### src/rtl/synth_prog_pkg.sv
package synth_prog_pkg;

   typedef enum logic [1:0] {
      MODE_PAR = 2'd0,
      MODE_SER = 2'd1,
      MODE_DIR = 2'd2
   } prog_mode_e;

   function automatic prog_mode_e decode_mode(input logic sel_b, input logic sel_s);
      if (sel_b)      return MODE_DIR;
      else if (sel_s) return MODE_SER;
      else            return MODE_PAR;
   endfunction

endpackage

### src/rtl/synth_prog_sync.sv
module synth_prog_sync #(
   parameter int W      = 8,
   parameter int STAGES = 2
) (
   input  logic         clk,
   input  logic         rst_n,
   input  logic [W-1:0] d,
   output logic [W-1:0] q
);

   generate
      if (STAGES < 2) begin : g_bad_depth
         $error("synth_prog_sync: STAGES must be at least 2");
      end
   endgenerate

   logic [W-1:0] st [STAGES];

   always_ff @(posedge clk or negedge rst_n) begin
      if (!rst_n) begin
         for (int i = 0; i < STAGES; i++) st[i] <= '0;
      end else begin
         st[0] <= d;
         for (int i = 1; i < STAGES; i++) st[i] <= st[i-1];
      end
   end

   assign q = st[STAGES-1];

endmodule

### src/rtl/synth_prog_shift.sv
module synth_prog_shift #(
   parameter int PRI_W = 20,
   parameter int ENH_W = 8
) (
   input  logic             clk,
   input  logic             rst_n,
   input  logic             shift_en,
   input  logic             sel_enh,
   input  logic             din,
   output logic [PRI_W-1:0] pri_sr,
   output logic [ENH_W-1:0] enh_sr
);

   generate
      if (PRI_W < 2 || ENH_W < 2) begin : g_bad_width
         $error("synth_prog_shift: shift registers need at least two bits");
      end
   endgenerate

   always_ff @(posedge clk or negedge rst_n) begin
      if (!rst_n) begin
         pri_sr <= '0;
         enh_sr <= '0;
      end else if (shift_en) begin
         if (sel_enh) enh_sr <= {enh_sr[ENH_W-2:0], din};
         else         pri_sr <= {pri_sr[PRI_W-2:0], din};
      end
   end

endmodule

### src/rtl/synth_prog_hold.sv
module synth_prog_hold #(
   parameter int MAIN_W = 9,
   parameter int REF_W  = 6,
   parameter int SWL_W  = 4,
   parameter int ENH_W  = 8,
   parameter int BUS_W  = 8,
   localparam int PRI_W  = 1 + MAIN_W + REF_W + SWL_W
) (
   input  logic             clk,
   input  logic             rst_n,
   input  logic             pri_load,
   input  logic [PRI_W-1:0] pri_sr,
   input  logic             enh_ser_load,
   input  logic [ENH_W-1:0] enh_sr,
   input  logic             enh_par_load,
   input  logic [2:0]       par_ld,
   input  logic [BUS_W-1:0] bus,
   output logic [PRI_W-1:0] pri_hold,
   output logic [ENH_W-1:0] enh_buf
);

   localparam int REF_LO  = SWL_W;
   localparam int MAIN_LO = SWL_W + REF_W;
   localparam int PRE_POS = MAIN_LO + MAIN_W;
   localparam int HI_W    = MAIN_W - BUS_W;

   generate
      if (HI_W < 1) begin : g_bad_main
         $error("synth_prog_hold: main counter must be wider than the bus");
      end
      if (1 + HI_W + REF_W != BUS_W) begin : g_bad_pack
         $error("synth_prog_hold: prescaler, main high and reference must fill one bus word");
      end
      if (SWL_W > BUS_W || ENH_W != BUS_W) begin : g_bad_bus
         $error("synth_prog_hold: swallow and enhancement must fit the bus");
      end
   endgenerate

   always_ff @(posedge clk or negedge rst_n) begin
      if (!rst_n) begin
         pri_hold <= '0;
      end else if (pri_load) begin
         pri_hold <= pri_sr;
      end else begin
         if (par_ld[0]) pri_hold[MAIN_LO +: BUS_W] <= bus;
         if (par_ld[1]) begin
            pri_hold[PRE_POS]                <= bus[BUS_W-1];
            pri_hold[MAIN_LO+BUS_W +: HI_W]  <= bus[REF_W +: HI_W];
            pri_hold[REF_LO +: REF_W]        <= bus[REF_W-1:0];
         end
         if (par_ld[2]) pri_hold[SWL_W-1:0] <= bus[SWL_W-1:0];
      end
   end

   always_ff @(posedge clk or negedge rst_n) begin
      if (!rst_n)            enh_buf <= '0;
      else if (enh_ser_load) enh_buf <= enh_sr;
      else if (enh_par_load) enh_buf <= bus[ENH_W-1:0];
   end

endmodule

### src/rtl/synth_prog_if.sv
module synth_prog_if #(
   parameter int MAIN_W      = 9,
   parameter int REF_W       = 6,
   parameter int SWL_W       = 4,
   parameter int ENH_W       = 8,
   parameter int BUS_W       = 8,
   parameter int DIR_ZERO    = 2,
   parameter int SYNC_STAGES = 2,
   parameter int PD_BIT      = 0
) (
   input  logic                          clk,
   input  logic                          rst_n,
   input  logic                          mode_b_i,
   input  logic                          mode_s_i,
   input  logic                          sclk_i,
   input  logic                          sdata_i,
   input  logic                          pri_wr_i,
   input  logic                          enh_wr_i,
   input  logic                          enh_en_n_i,
   input  logic [BUS_W-1:0]              p_bus_i,
   input  logic [2:0]                    p_wr_i,
   input  logic [MAIN_W+REF_W+SWL_W:0]   dir_cfg_i,
   output logic [MAIN_W-1:0]             main_cnt_o,
   output logic [REF_W-1:0]              ref_cnt_o,
   output logic [SWL_W-1:0]              swl_cnt_o,
   output logic                          pre_en_o,
   output logic                          pwr_dn_o,
   output logic [ENH_W-1:0]              enh_ctrl_o
);
   import synth_prog_pkg::*;

   localparam int PRI_W   = 1 + MAIN_W + REF_W + SWL_W;
   localparam int REF_LO  = SWL_W;
   localparam int MAIN_LO = SWL_W + REF_W;
   localparam int PRE_POS = MAIN_LO + MAIN_W;
   localparam int CTL_N   = 10;
   localparam int SYNC_W  = CTL_N + BUS_W + PRI_W;

   generate
      if (DIR_ZERO > MAIN_W || DIR_ZERO > REF_W) begin : g_bad_zero
         $error("synth_prog_if: DIR_ZERO exceeds a counter width");
      end
      if (PD_BIT >= ENH_W) begin : g_bad_pd
         $error("synth_prog_if: PD_BIT outside enhancement byte");
      end
   endgenerate

   // resynchronize every pin with the same depth so data and strobes stay aligned
   logic [SYNC_W-1:0] sync_q;
   synth_prog_sync #(.W(SYNC_W), .STAGES(SYNC_STAGES)) sync_i (
      .clk   (clk),
      .rst_n (rst_n),
      .d     ({dir_cfg_i, p_bus_i, mode_s_i, mode_b_i, p_wr_i,
               enh_en_n_i, enh_wr_i, pri_wr_i, sdata_i, sclk_i}),
      .q     (sync_q)
   );

   logic             sclk_s, sdata_s, pri_wr_s, enh_sel, enh_n_s, mode_b_s, mode_s_s;
   logic [2:0]       p_wr_s;
   logic [BUS_W-1:0] bus_s;
   logic [PRI_W-1:0] dir_s;

   assign sclk_s   = sync_q[0];
   assign sdata_s  = sync_q[1];
   assign pri_wr_s = sync_q[2];
   assign enh_sel  = sync_q[3];
   assign enh_n_s  = sync_q[4];
   assign p_wr_s   = sync_q[7:5];
   assign mode_b_s = sync_q[8];
   assign mode_s_s = sync_q[9];
   assign bus_s    = sync_q[CTL_N +: BUS_W];
   assign dir_s    = sync_q[CTL_N+BUS_W +: PRI_W];

   // edge detection on synchronized strobes
   logic [5:0] edge_prev;
   always_ff @(posedge clk or negedge rst_n) begin
      if (!rst_n) edge_prev <= '0;
      else        edge_prev <= {p_wr_s, enh_sel, pri_wr_s, sclk_s};
   end

   logic       sclk_rise, pri_rise, enh_rise, enh_fall;
   logic [2:0] p_rise;
   assign sclk_rise = sclk_s   & ~edge_prev[0];
   assign pri_rise  = pri_wr_s & ~edge_prev[1];
   assign enh_rise  = enh_sel  & ~edge_prev[2];
   assign enh_fall  = ~enh_sel &  edge_prev[2];
   assign p_rise    = p_wr_s   & ~edge_prev[5:3];

   prog_mode_e mode;
   logic       is_ser, is_par, is_dir;
   assign mode   = decode_mode(mode_b_s, mode_s_s);
   assign is_ser = (mode == MODE_SER);
   assign is_par = (mode == MODE_PAR);
   assign is_dir = (mode == MODE_DIR);

   logic pri_commit, enh_ser_load, enh_par_load, enh_load;
   assign pri_commit   = pri_rise & is_ser;
   assign enh_ser_load = enh_fall & is_ser;
   assign enh_par_load = enh_rise & is_par;
   assign enh_load     = enh_ser_load | enh_par_load;

   logic [PRI_W-1:0] pri_sr;
   logic [ENH_W-1:0] enh_sr;
   synth_prog_shift #(.PRI_W(PRI_W), .ENH_W(ENH_W)) shift_i (
      .clk      (clk),
      .rst_n    (rst_n),
      .shift_en (sclk_rise & is_ser),
      .sel_enh  (enh_sel),
      .din      (sdata_s),
      .pri_sr   (pri_sr),
      .enh_sr   (enh_sr)
   );

   logic [PRI_W-1:0] pri_hold;
   logic [ENH_W-1:0] enh_buf;
   synth_prog_hold #(
      .MAIN_W (MAIN_W), .REF_W (REF_W), .SWL_W (SWL_W),
      .ENH_W  (ENH_W),  .BUS_W (BUS_W)
   ) hold_i (
      .clk          (clk),
      .rst_n        (rst_n),
      .pri_load     (pri_commit),
      .pri_sr       (pri_sr),
      .enh_ser_load (enh_ser_load),
      .enh_sr       (enh_sr),
      .enh_par_load (enh_par_load),
      .par_ld       (p_rise & {3{is_par}}),
      .bus          (bus_s),
      .pri_hold     (pri_hold),
      .enh_buf      (enh_buf)
   );

   // direct word with the top counter bits tied low
   logic [PRI_W-1:0] dir_word;
   always_comb begin
      dir_word = dir_s;
      dir_word[PRE_POS-1 -: DIR_ZERO] = '0;
      dir_word[MAIN_LO-1 -: DIR_ZERO] = '0;
   end

   logic [PRI_W-1:0] active;
   assign active     = is_dir ? dir_word : pri_hold;
   assign pre_en_o   = active[PRE_POS];
   assign main_cnt_o = active[MAIN_LO +: MAIN_W];
   assign ref_cnt_o  = active[REF_LO +: REF_W];
   assign swl_cnt_o  = active[SWL_W-1:0];
   assign enh_ctrl_o = enh_n_s ? '0 : enh_buf;
   assign pwr_dn_o   = enh_ctrl_o[PD_BIT];

endmodule

### config.mk
export PLATFORM = sky130hd
export DESIGN_NAME = synth_prog_if
export DESIGN_NICKNAME = d
export VERILOG_FILES = /design/src/rtl/synth_prog_pkg.sv /design/src/rtl/synth_prog_sync.sv /design/src/rtl/synth_prog_shift.sv /design/src/rtl/synth_prog_hold.sv /design/src/rtl/synth_prog_if.sv
export SDC_FILE = /design/constraint.sdc
export NUM_CORES = 1
export LEC_CHECK = 0
export CAP_MARGIN = 20
export CORE_ASPECT_RATIO = 0.5
export CORE_MARGIN = 8
export CORE_UTILIZATION = 53
export CTS_CLUSTER_SIZE = 40
export DETAILED_ROUTE_END_ITERATION = 8
export PLACE_DENSITY = 0.75
export SYNTH_ARGS = -nofsm -noshare
export SYNTH_HDL_FRONTEND = slang
export SYNTH_SLANG_ARGS = --single-unit
### constraint.sdc
create_clock -name clk -period 2.25 [get_ports clk]
set_input_delay 0.45 -clock clk [delete_from_list [all_inputs] [get_ports clk]]
set_output_delay 0.45 -clock clk [all_outputs]
set_load 0.05 [all_outputs]
==> results of run 1 <==
[flip-flops by register name, summed over array words and instances, names as in the netlist]
signal	flops
sync_i.q	34
sync_i.st	34
hold_i.pri_hold	20
shift_i.pri_sr	20
hold_i.enh_buf	8
shift_i.enh_sr	8
edge_prev	6
[synth_stat cells]
cell type  count  area, µm²
and4bb_2       2       25.0
o21ai_0       19       95.1
buf_6          2       22.5
dfrtp_1      130       3250
nand3b_1       1       7.51
o21ai_1        1       5.00
or3b_4         1       11.3
nor2b_1       13       81.3
buf_2          2       10.0
nor4b_4        1       23.8
nor4b_1        2       17.5
buf_4          3       22.5
nand2_1       21       78.8
mux2_1         2       22.5
mux2_2        58        653
clkbuf_1       6       22.5
mux2i_1       20        200
a21oi_4        1       16.3
and4bb_1       1       12.5
clkbuf_2       1       5.00
[power by group]
part	switching [µW]	total, µW	internal, µW	leakage [µW]
Clock	920	2620	1700	0.000280
Combinational	426	730	303	0.000754
Sequential	109	2640	2530	0.00160
Total	1460	5990	4530	0.00264
[layout make-up]
cell class                 count  area [µm²]
tap                          117         146
clock inverter                 6        80.1
timing repair buffer          72         666
fill                         580        2670
sequential                   130        3250
clock buffer                  24         482
multi-input combinational    143        1260
[worst max-delay path by stage]
stage | start | endpoint | slack, ns | cells after the start
6_report | sync_i.q[8] | ref_cnt_o[3] | 0.13 | 3
5_1_grt | sync_i.q[8] | ref_cnt_o[2] | 0.07 | 3
4_1_cts | sync_i.q[8] | ref_cnt_o[2] | 0.11 | 3
3_5_place_dp | sync_i.q[9] | hold_i.enh_buf[1] | 0.40 | 3
3_3_place_gp | sync_i.q[9] | shift_i.pri_sr[11] | 0.46 | 4
2_1_floorplan | sync_i.q[4] | enh_ctrl_o[0] | 0.29 | 2
[cell families (layout without fill, tap and decap cells)]
kind of cell	Yosys count	after routing	synth area share
AOI/OAI and AO/OA	21	21	0.0254
buffers and inverters	14	102	0.0180
DFF	130	130	0.709
muxes	80	80	0.191
and+or+nand+nor	42	42	0.0562
[repair_timing]
item	4_1_cts	5_1_grt
hold buffers	1	0
setup endpoints to repair	0	0
hold endpoints to repair	28	0
[worst max-delay path, delay by kind of cell (launching register included)]
family                 cells  cell delay (ns)
DFF                        1             0.46
buffers and inverters      2             0.42
muxes                      1             0.37
[routing by layer]
metal,share of wire,global-route usage,routed length (µm),vias up
li1,-,-,-,1141
met1,0.45,0.190,3870,1273
met2,0.49,0.243,4170,45
met3,0.048,0.0599,408,11
met4,0.013,0.0666,109,0
met5,0,0,0,-
[through the flow]
step                worst slack, ns  cells   util  area [µm²]
CTS                           0.111    492  0.688        5890
finish                        0.133    492  0.688        5890
global route                 0.0657    492  0.688        5890
detailed placement            0.396    461  0.621        5320
global placement              0.457    461  0.621        5320
floorplan                     0.289    287      -        4590
==> load_flow_metrics.sql, run 1 <==
INSERT INTO impl_metrics (metric_group, metric, value, unit) VALUES
('place', 'gp_congestion', '0.733', ''),
('final_layout', 'layout_commonest_cell', 'dfrtp_1', ''),
('yosys', 'syn_avg_cell_area', '16.0', 'µm²'),
('timing', 'grt_setup_unrepaired', 'no', ''),
('grt', 'grt_max_degree', '56', ''),
('floorplan', 'die_extent_in_y', '81.8', 'µm'),
('timing', 'period_minus_slack', '2.12', 'ns'),
('power_and_ir_drop', 'power.leakage', '0.00264', 'µW'),
('cts', 'cts_tree', 'done', ''),
('timing', 'clock-skew-final', '0.00661', 'ns'),
('detailed_routing', 'first_pass_iters', '4', ''),
('cts', 'cts.root.buffer_cell', 'clkbuf_16', ''),
('place', 'place.port_buffers', '64', ''),
('timing', 'timing_worst_slew_pin_value', '0.461', 'ns'),
('worst_setup_path', 'critical_path.reg2reg.startpoint', 'sync_i.q[9]', ''),
('grt', 'grt_antenna_before_repair', '0', ''),
('detailed_routing', 'route.final.wire_length', '8560', 'µm'),
('cts', 'tritoncts_num_sinks', '130', ''),
('cts', 'h_tree_depth', '4', ''),
('detailed_routing', 'drt-vias-per-instance', '5.02', ''),
('timing', 'hold_viol', '0', ''),
('cts', 'post-cts-setup-buffers', '0', ''),
('timing', 'setup_total_negative_slack', '0', 'ns'),
('timing', 'timing.final.setup_violations', '0', ''),
('worst_setup_path', 'critical_path.max_stage_delay', '0.46', 'ns'),
('cts', 'cts_made_buffers', '17', ''),
('yosys', 'synth_seq_cells', '130', ''),
('detailed_routing', 'antenna_violating_nets_left', '0', ''),
('timing', 'final_min_period_over_clock_period', '0.941', ''),
('final_layout', 'layout_cell_share_with_drive_strength_beyond_1', '0.341', ''),
('worst_setup_path', 'cp_data_required_time', '1.80', 'ns'),
('timing', 'final.hold.worst_slack', '0.345', 'ns'),
('worst_setup_path', 'path_class', 'flip-flop to output pin', ''),
('power_and_ir_drop', 'ir_drop', '623', 'µV'),
('worst_setup_path', 'critical_path.max_fanout', '24', ''),
('final_layout', 'fin_nets', '404', ''),
('place', 'dp_hpwl', '5690', 'µm'),
('yosys', 'synth_sequential_area_ratio', '0.709', ''),
('floorplan', 'die_area', '12100', 'µm²'),
('floorplan', 'die_width', '148', 'µm'),
('cts', 'post_cts_resized', '0', ''),
('worst_hold_path', 'hp-start', 'sync_i.st[48]', ''),
('cts', 'clock_transition_at_the_register_clock_pins_on_the_worst_setup_and_hold_paths_after_cts', '0.05', 'ns'),
('grt', 'grt_pass1_vias', '2738', ''),
('worst_setup_path', 'startpoint_type', 'flip-flop', ''),
('worst_setup_path', 'timing.critical_path.slowest_stage_cell', 'dfrtp_1', ''),
('status', 'run_status', 'finished, final reports clean', ''),
('worst_setup_path', 'worstRegToRegCells', '3', ''),
('worst_setup_path', 'crit_path_cells', 'buf_12 > mux2_2 > buf_4', ''),
('floorplan', 'row_count', '24', ''),
('yosys', 'syn-instance-count', '287', ''),
('detailed_routing', 'detailedRoute.firstIterationViolations', '86', ''),
('cts', 'clk_path_buf_depth', '2', ''),
('floorplan', 'placeableCoreArea', '8560', 'µm²'),
('yosys', 'netlist_area', '4590', 'µm²'),
('floorplan', 'floorplan.initialDensity', '0.536', ''),
('grt', 'wire_length_of_the_first_global_routing_pass', '14000', 'µm'),
('grt', 'globalRoute.totalOverflow', '0', ''),
('final_layout', 'highest_count_cells_in_the_layout_ignoring_fill_and_taps', '130 x dfrtp_1, 58 x mux2_2, 34 x clkdlybuf4s50_1, 34 x buf_4, 21 x nand2_1', ''),
('final_layout', 'layout_overhead_on_the_synthesized_area', '28.4', '%'),
('cts', 'worst_skew_pair.late_latency', '0.41', 'ns'),
('worst_hold_path', 'min_delay_worst_endpoint', 'sync_i.q[10]', ''),
('timing', 'drv_slew', '0', ''),
('floorplan', 'ios', '69', ''),
('worst_hold_path', 'hold_path_depth', '0', ''),
('detailed_routing', 'remaining_drc_errors', '0', ''),
('timing', 'max_slew_margin', '0.693', ''),
('worst_setup_path', 'worst_setup_path_end_kind', 'output pin', ''),
('job', 'max_cap_viol_count', '0', ''),
('detailed_routing', 'num_vias', '2470', ''),
('timing', 'clock.fmax', '472', 'MHz');
Note: power is estimated with default switching activity, not from simulation.
==> run 2, diff against run 1 <==
SKIP_LAST_GASP = 1   (was not set)
==> results of run 2 <==
No change in the layout: final DEF, timing and power equal those of run 1.
==> run 3, diff against run 2 <==
CAP_MARGIN = not set   (was 20)
==> results of run 3 <==
No change in the layout: final DEF, timing and power equal those of run 1.
